--- src/rtl/serial_tx_pkg.sv ---
package serial_tx_pkg;
    typedef enum logic [2:0] {
        ST_IDLE,
        ST_START,
        ST_DATA,
        ST_PARITY,
        ST_STOP
    } tx_state_t;
endpackage

--- src/rtl/serial_tx_hold.sv ---
module serial_tx_hold #(
    parameter int DATA_W = 8
) (
    input  logic              clk,
    input  logic              rst_n,
    input  logic              wr_en,
    input  logic [DATA_W-1:0] wr_data,
    input  logic              take,
    output logic [DATA_W-1:0] hold_data,
    output logic              hold_full
);
    always_ff @(posedge clk or negedge rst_n) begin
        if (!rst_n) begin
            hold_full <= 1'b0;
            hold_data <= '0;
        end else begin
            if (wr_en) begin
                hold_data <= wr_data;
                hold_full <= 1'b1;
            end else if (take) begin
                hold_full <= 1'b0;
            end
        end
    end


    write_fills_chk: assert property (@(posedge clk) disable iff (!rst_n)
        wr_en |=> hold_full);
endmodule

--- src/rtl/serial_tx_parity.sv ---
module serial_tx_parity #(
    parameter int DATA_W = 8,
    parameter int LEN_W  = 2
) (
    input  logic [DATA_W-1:0] data,
    input  logic [LEN_W-1:0]  wlen,
    input  logic              par_even,
    input  logic              par_stick,
    output logic              par_bit
);
    localparam int MIN_W = DATA_W - (1 << LEN_W) + 1;

    logic [DATA_W-1:0] mask;
    logic              ones_odd;

    for (genvar i = 0; i < DATA_W; i++) begin : g_mask
        assign mask[i] = (32'(i) < (32'(MIN_W) + 32'(wlen)));
    end

    assign ones_odd = ^(data & mask);

    always_comb begin
        if (par_stick) par_bit = !par_even;
        else if (par_even) par_bit = ones_odd;
        else par_bit = !ones_odd;
    end
endmodule

--- src/rtl/serial_tx_fsm.sv ---
module serial_tx_fsm
    import serial_tx_pkg::*;
#(
    parameter int DATA_W     = 8,
    parameter int LEN_W      = 2,
    parameter int OVERSAMPLE = 16
) (
    input  logic              clk,
    input  logic              rst_n,
    input  logic              baud_tick,
    input  logic              hold_full,
    input  logic [DATA_W-1:0] hold_data,
    input  logic [LEN_W-1:0]  cfg_wlen,
    input  logic              cfg_two_stop,
    input  logic              cfg_par_en,
    input  logic              cfg_par_even,
    input  logic              cfg_par_stick,
    output logic              take,
    output logic              line_bit,
    output logic              busy
);
    localparam int MIN_W  = DATA_W - (1 << LEN_W) + 1;
    localparam int TICK_W = $clog2(OVERSAMPLE);
    localparam int IDX_W  = $clog2(DATA_W);

    tx_state_t         state_q, state_d;
    logic [TICK_W-1:0] tick_q;
    logic [IDX_W-1:0]  idx_q, last_q;
    logic [DATA_W-1:0] shreg_q;
    logic              par_q, par_en_q, two_stop_q, par_calc, bit_end;

    serial_tx_parity #(.DATA_W(DATA_W), .LEN_W(LEN_W)) u_parity (
        .data      (hold_data),
        .wlen      (cfg_wlen),
        .par_even  (cfg_par_even),
        .par_stick (cfg_par_stick),
        .par_bit   (par_calc)
    );

    assign bit_end = baud_tick && (tick_q == TICK_W'(OVERSAMPLE - 1));
    assign take    = (state_q == ST_IDLE) && hold_full;
    assign busy    = (state_q != ST_IDLE);

    // next-state logic
    always_comb begin
        state_d = state_q;
        unique case (state_q)
            ST_IDLE:   if (hold_full) state_d = ST_START;
            ST_START:  if (bit_end) state_d = ST_DATA;
            ST_DATA:   if (bit_end && idx_q == last_q)
                           state_d = par_en_q ? ST_PARITY : ST_STOP;
            ST_PARITY: if (bit_end) state_d = ST_STOP;
            ST_STOP:   if (bit_end && idx_q == IDX_W'(two_stop_q))
                           state_d = ST_IDLE;
            default:   state_d = ST_IDLE;
        endcase
    end

    // state register and datapath
    always_ff @(posedge clk or negedge rst_n) begin
        if (!rst_n) begin
            state_q    <= ST_IDLE;
            tick_q     <= '0;
            idx_q      <= '0;
            last_q     <= '0;
            shreg_q    <= '0;
            par_q      <= 1'b0;
            par_en_q   <= 1'b0;
            two_stop_q <= 1'b0;
        end else begin
            state_q <= state_d;
            if (state_q == ST_IDLE) tick_q <= '0;
            else if (bit_end) tick_q <= '0;
            else if (baud_tick) tick_q <= tick_q + 1'b1;
            if (state_d != state_q) idx_q <= '0;
            else if (bit_end) idx_q <= idx_q + 1'b1;
            if (take) begin
                shreg_q    <= hold_data;
                par_q      <= par_calc;
                par_en_q   <= cfg_par_en;
                two_stop_q <= cfg_two_stop;
                last_q     <= IDX_W'(MIN_W - 1 + int'(cfg_wlen));
            end else if (state_q == ST_DATA && bit_end) begin
                shreg_q <= shreg_q >> 1;
            end
        end
    end

    // output logic
    always_comb begin
        unique case (state_q)
            ST_IDLE:   line_bit = 1'b1;
            ST_START:  line_bit = 1'b0;
            ST_DATA:   line_bit = shreg_q[0];
            ST_PARITY: line_bit = par_q;
            ST_STOP:   line_bit = 1'b1;
            default:   line_bit = 1'b1;
        endcase
    end


    tick_hold_chk: assert property (@(posedge clk) disable iff (!rst_n)
        (!baud_tick && state_q != ST_IDLE) |=> $stable(tick_q));


    load_after_stop_chk: assert property (@(posedge clk) disable iff (!rst_n)
        (state_q == ST_START && $past(state_q) != ST_START) |-> $past(state_q) == ST_IDLE);
endmodule

--- src/rtl/serial_tx.sv ---
module serial_tx #(
    parameter int DATA_W     = 8,
    parameter int LEN_W      = 2,
    parameter int OVERSAMPLE = 16
) (
    input  logic              clk,
    input  logic              rst_n,
    input  logic              baud_tick,
    input  logic              wr_en,
    input  logic [DATA_W-1:0] wr_data,
    input  logic [LEN_W-1:0]  cfg_wlen,
    input  logic              cfg_two_stop,
    input  logic              cfg_par_en,
    input  logic              cfg_par_even,
    input  logic              cfg_par_stick,
    input  logic              cfg_break,
    output logic              tx_out,
    output logic              thr_empty,
    output logic              tx_empty
);
    logic [DATA_W-1:0] hold_data;
    logic              hold_full, take, line_bit, busy;

    serial_tx_hold #(.DATA_W(DATA_W)) u_hold (
        .clk       (clk),
        .rst_n     (rst_n),
        .wr_en     (wr_en),
        .wr_data   (wr_data),
        .take      (take),
        .hold_data (hold_data),
        .hold_full (hold_full)
    );

    serial_tx_fsm #(.DATA_W(DATA_W), .LEN_W(LEN_W), .OVERSAMPLE(OVERSAMPLE)) u_fsm (
        .clk           (clk),
        .rst_n         (rst_n),
        .baud_tick     (baud_tick),
        .hold_full     (hold_full),
        .hold_data     (hold_data),
        .cfg_wlen      (cfg_wlen),
        .cfg_two_stop  (cfg_two_stop),
        .cfg_par_en    (cfg_par_en),
        .cfg_par_even  (cfg_par_even),
        .cfg_par_stick (cfg_par_stick),
        .take          (take),
        .line_bit      (line_bit),
        .busy          (busy)
    );

    always_ff @(posedge clk or negedge rst_n) begin
        if (!rst_n) tx_out <= 1'b1;
        else        tx_out <= cfg_break ? 1'b0 : line_bit;
    end

    assign thr_empty = !hold_full;
    assign tx_empty  = !hold_full && !busy;


    break_low_chk: assert property (@(posedge clk) disable iff (!rst_n)
        cfg_break |=> !tx_out);


    empty_order_chk: assert property (@(posedge clk) disable iff (!rst_n)
        tx_empty |-> thr_empty);


    thr_fall_chk: assert property (@(posedge clk) disable iff (!rst_n)
        $fell(thr_empty) |-> $past(wr_en));
endmodule

--- config.mk ---
export PLATFORM = sky130hd
export DESIGN_NAME = serial_tx
export DESIGN_NICKNAME = d
export VERILOG_FILES = /design/src/rtl/serial_tx_pkg.sv /design/src/rtl/serial_tx_hold.sv /design/src/rtl/serial_tx_parity.sv /design/src/rtl/serial_tx_fsm.sv /design/src/rtl/serial_tx.sv
export SDC_FILE = /design/constraint.sdc
export NUM_CORES = 1
export LEC_CHECK = 0
export CORE_MARGIN = 4
export CORE_UTILIZATION = 46
export CTS_BUF_LIST = sky130_fd_sc_hd__clkbuf_16
export DETAILED_ROUTE_END_ITERATION = 12
export PLACE_DENSITY = 0.68
export SKIP_CTS_REPAIR_TIMING = 1
export SLEW_MARGIN = 20
export SYNTH_ARGS = -nofsm -noshare
export SYNTH_HDL_FRONTEND = slang
export SYNTH_HIERARCHICAL = 1
export SYNTH_SLANG_ARGS = --single-unit
export TNS_END_PERCENT = 5
--- constraint.sdc ---
create_clock -name clk -period 2.7 [get_ports clk]
set_clock_uncertainty 0.2 [all_clocks]
set_input_delay 0.54 -clock clk [delete_from_list [all_inputs] [get_ports clk]]
set_output_delay 0.54 -clock clk [all_outputs]
set_load 0.1 [all_outputs]
==> impl_metrics.xml <==
<?xml version="1.0" encoding="UTF-8"?>
<metrics>
  <group name="pwr">
    <metric name="clock_power_share" unit="%">27.4</metric>
    <metric name="pwr-share-seq" unit="%">43.0</metric>
    <metric name="switching_share" unit="%">32.6</metric>
    <metric name="total_switching_power" unit="uW">616</metric>
    <metric name="logic_gate_share_of_total_power" unit="%">29.7</metric>
    <metric name="peak_supply_drop" unit="V">0.000568</metric>
    <metric name="reported_leakage_power" unit="nW">0.975</metric>
    <metric name="internal-power" unit="mW">1.27</metric>
    <metric name="powerDensity" unit="nW/um2">878</metric>
  </group>
  <group name="sta">
    <metric name="timing_worst_slew_pin_value" unit="ns">0.567</metric>
    <metric name="timing.final.hold_violations" unit="">0</metric>
    <metric name="slew-limit-headroom" unit="%">62.1</metric>
    <metric name="rsz0062_at_grt" unit="">false</metric>
    <metric name="fin_hold_ws" unit="ns">0.291</metric>
    <metric name="final.min_clock_period" unit="ns">2.30</metric>
    <metric name="max_clock_freq" unit="GHz">0.435</metric>
    <metric name="timing.final.crit_share" unit="%">85.1</metric>
    <metric name="timing.final.setup_violations" unit="">0</metric>
    <metric name="count_of_final_max_slew_check_failures" unit="">0</metric>
    <metric name="setup_tns" unit="ns">0</metric>
  </group>
  <group name="routing">
    <metric name="antenna_left" unit="">0</metric>
    <metric name="drt_first_iter_violations" unit="">59</metric>
    <metric name="post_detailed_route_wirelength_per_cell" unit="um">14.4</metric>
    <metric name="route.final.wire_length" unit="um">3290</metric>
    <metric name="dr.pass1.iters" unit="">4</metric>
    <metric name="drt_drc_violations_left" unit="">0</metric>
    <metric name="detail_route.vias_per_cell" unit="">5.27</metric>
    <metric name="vias" unit="">1202</metric>
  </group>
  <group name="worst_hold_path">
    <metric name="worstHoldStart" unit="">u_fsm/last_q[2]</metric>
    <metric name="min_path_type" unit="">flip-flop to flip-flop</metric>
    <metric name="worst_hold_path.num_cells" unit="">1</metric>
    <metric name="endpoint_of_the_worst_hold_path" unit="">u_fsm/last_q[2]</metric>
  </group>
  <group name="placement">
    <metric name="finalWeightedCongestion" unit="">0.950</metric>
    <metric name="numPortBuffers" unit="">21</metric>
    <metric name="dpl.cell_count" unit="">221</metric>
    <metric name="dpl.hpwl" unit="um">2430</metric>
  </group>
  <group name="run">
    <metric name="cap_viol_max_count" unit="">0</metric>
  </group>
  <group name="critical_path">
    <metric name="worst_ep_required_time" unit="ns">1.96</metric>
    <metric name="timing_worst_setup_path_type" unit="">flip-flop to primary output</metric>
    <metric name="worst-path-stages" unit="">4</metric>
    <metric name="cp_slowest_stage_delay" unit="ns">0.47</metric>
    <metric name="timing.critical_path.cells" unit="">nor3_2 -&gt; inv_1 -&gt; nor2_2 -&gt; buf_12</metric>
    <metric name="rr_endpoint" unit="">u_fsm/shreg_q[0]</metric>
    <metric name="worst_setup_path_end_kind" unit="">primary output</metric>
    <metric name="critPathLaunchType" unit="">flip-flop</metric>
    <metric name="r2r_cells" unit="">5</metric>
    <metric name="critPathSlowestCell" unit="">sky130_fd_sc_hd__dfrtp_1</metric>
    <metric name="cp_max_fo" unit="">9</metric>
    <metric name="beginning_of_the_worst_register_to_register_path" unit="">u_fsm/tick_q[0]</metric>
    <metric name="worst-endpoint-arrival" unit="ns">1.56</metric>
    <metric name="launch_point_of_the_critical_path" unit="">u_fsm/state_q[0]</metric>
    <metric name="critPathTopFamily" unit="">simple AND/OR/NAND/NOR gates</metric>
    <metric name="reg2reg_slack" unit="ns">0.53</metric>
    <metric name="path_buf_inv" unit="">2</metric>
  </group>
  <group name="floorplan">
    <metric name="boundaryPins" unit="">22</metric>
    <metric name="placement_rows" unit="">22</metric>
    <metric name="die_w" unit="um">69.8</metric>
    <metric name="floorplan.initialDensity" unit="%">47.9</metric>
    <metric name="placeableCoreArea" unit="um2">3660</metric>
    <metric name="fp.dieArea" unit="um2">4870</metric>
    <metric name="die_y" unit="um">69.8</metric>
  </group>
  <group name="yosys">
    <metric name="syn-cell-area" unit="um2">1760</metric>
    <metric name="synth_ff_type" unit="">sky130_fd_sc_hd__dfrtp_1</metric>
    <metric name="syn_nets" unit="">177</metric>
    <metric name="yosysTopAreaCellShare" unit="%">47.0</metric>
    <metric name="synth-warning-count" unit="">6</metric>
    <metric name="yosysMostFrequentCell" unit="">sky130_fd_sc_hd__dfrtp_1</metric>
    <metric name="synth_commonest_cells" unit="">sky130_fd_sc_hd__dfrtp_1, sky130_fd_sc_hd__nand2_1, sky130_fd_sc_hd__mux2i_1, sky130_fd_sc_hd__nor2_1, sky130_fd_sc_hd__mux2_4</metric>
    <metric name="proportion_of_register_bits_with_asynchronous_set_or_reset_after_synthesis" unit="%">100</metric>
    <metric name="synth.top_cells.by_area" unit="">sky130_fd_sc_hd__dfrtp_1, sky130_fd_sc_hd__mux2_4, sky130_fd_sc_hd__mux2i_1, sky130_fd_sc_hd__xnor2_1, sky130_fd_sc_hd__nand2_1</metric>
    <metric name="ys_ff_latch" unit="">34</metric>
    <metric name="synth_cells" unit="">156</metric>
    <metric name="ys_seq_area_share" unit="%">48.5</metric>
    <metric name="synthDominantAreaCellType" unit="">sky130_fd_sc_hd__dfrtp_1</metric>
    <metric name="post_synth.cell_area_avg" unit="um2">11.3</metric>
    <metric name="synth-edff-count" unit="">0</metric>
    <metric name="netlist-cell-type-count" unit="">44</metric>
  </group>
  <group name="global_routing">
    <metric name="grt_pass1_wl" unit="um">5880</metric>
    <metric name="first_global_vias" unit="">1290</metric>
    <metric name="grtUsageTotal" unit="%">15.4</metric>
    <metric name="globalRoute.totalOverflow" unit="">0</metric>
    <metric name="grt_max_degree" unit="">35</metric>
    <metric name="antenna_found_initial" unit="">0</metric>
  </group>
  <group name="clocking">
    <metric name="cts_made_buffers" unit="">5</metric>
    <metric name="cts_buffer_depth" unit="">2</metric>
    <metric name="htree_num_levels" unit="">2</metric>
    <metric name="clock-sinks" unit="">34</metric>
    <metric name="clock-root-buffer" unit="">sky130_fd_sc_hd__clkbuf_16</metric>
    <metric name="clkSlewWorstSetupHoldPaths" unit="ns">0.05</metric>
    <metric name="clk-insertion-delay-late" unit="ns">0.28</metric>
    <metric name="cts_tree" unit="">yes</metric>
  </group>
  <group name="final_layout">
    <metric name="post_route_cells_drive_above_1_share" unit="%">20.6</metric>
    <metric name="finish.utilization" unit="%">58.8</metric>
    <metric name="areaGrowthSynthToFinish" unit="%">22.7</metric>
    <metric name="final_net_count" unit="">201</metric>
    <metric name="final_cells" unit="">228</metric>
    <metric name="antennaDiodeCount" unit="">0</metric>
  </group>
  <group name="status">
    <metric name="run_status" unit="">complete, no violations</metric>
  </group>
</metrics>
worst max path at each step:
stage               slack (ns)               end
floorplan                 0.27          tx_empty
detailed placement        0.14       u_fsm/par_q
finish                    0.40          tx_empty
CTS                       0.37          tx_empty
global placement          0.18       u_fsm/par_q
global route              0.30  u_fsm/shreg_q[2]
worst reg2reg max path, stage by stage (launching register included):
cell and delay [ns]:
sky130_fd_sc_hd__dfrtp_1 0.41, sky130_fd_sc_hd__ha_1 0.23, sky130_fd_sc_hd__nand4_1 0.19, sky130_fd_sc_hd__or4_1 0.68
sky130_fd_sc_hd__mux2i_1 0.25, sky130_fd_sc_hd__o21ai_1 0.08
power groups by stage:
stage               Sequential [mW]  Combinational [mW]  Clock (mW)
detailed placement            0.820               0.564           0
CTS                           0.813               0.569       0.526
finish                        0.812               0.561       0.517
global route                  0.837               0.627       0.554
global placement              0.810               0.539           0
floorplan                     0.798               0.429           0
cells in the final DEF (no fill, tap or decap), types with 3 or more instances in the layout:
cell	instances
sky130_fd_sc_hd__clkdlybuf4s50_1	18
sky130_fd_sc_hd__nor2_1	9
sky130_fd_sc_hd__mux2_4	8
sky130_fd_sc_hd__nor3_1	6
sky130_fd_sc_hd__o21ai_1	7
sky130_fd_sc_hd__buf_4	7
sky130_fd_sc_hd__a41oi_1	3
sky130_fd_sc_hd__inv_1	6
sky130_fd_sc_hd__xnor2_1	6
sky130_fd_sc_hd__o21ai_0	3
sky130_fd_sc_hd__clkbuf_16	5
sky130_fd_sc_hd__nand2_1	13
sky130_fd_sc_hd__xor2_1	4
sky130_fd_sc_hd__nand3_1	5
sky130_fd_sc_hd__mux2i_1	10
sky130_fd_sc_hd__dfrtp_1	33
sky130_fd_sc_hd__a21oi_1	3
sky130_fd_sc_hd__mux2_2	4
state kept, by name (all words and copies together), names as in the netlist:
signal            count
u_fsm/idx_q           3
u_fsm/par_en_q        1
u_fsm/last_q          3
u_fsm/state_q         3
u_fsm/tick_q          4
u_hold/hold_full      1
u_fsm/par_q           1
u_fsm/two_stop_q      1
u_hold/hold_data      8
u_fsm/shreg_q         8
tx_out                1
layer usage:
| metal | wire, um | track usage, % | share of wire [%] |
|---|---|---|---|
| met1 | 1430 | 17.7 | 44 |
| met2 | 1660 | 25.4 | 50 |
| met3 | 154 | 5.80 | 4.7 |
| met4 | 45 | 6.60 | 1.4 |
| met5 | 0 | 0 | 0 |
kinds of logic (layout without fill, tap and decap cells):
logic type / count (synthesis) / count (layout) / synth area share [%]
and+or+nand+nor: 46 / 46 / 13.5
DFF: 34 / 34 / 48.5
AOI/OAI and AO/OA: 26 / 26 / 10.3
muxes: 22 / 22 / 15.1
buffers and inverters: 14 / 38 / 3.92
xor gates and xnor gates: 12 / 12 / 7.20
adders and majority gates: 2 / 2 / 1.43
final cells by class:
type | count | area (um2)
clock buffer | 5 | 125
clock inverter | 2 | 7.51
fill | 324 | 1510
inverter | 5 | 18.8
multi-input combinational | 108 | 837
sequential | 34 | 852
tap | 48 | 60.1
timing repair buffer | 26 | 253
stage by stage:
stage          total power [mW]  setup WS [ns]  instance area, um2
3_5_place_dp               1.38          0.142                2020
5_1_grt                    2.02          0.296                2150
6_report                   1.89          0.401                2150
2_1_floorplan              1.23          0.270                1760
4_1_cts                    1.91          0.370                2150
3_3_place_gp               1.35          0.176                2020
Power figures use the tool's default switching activity.
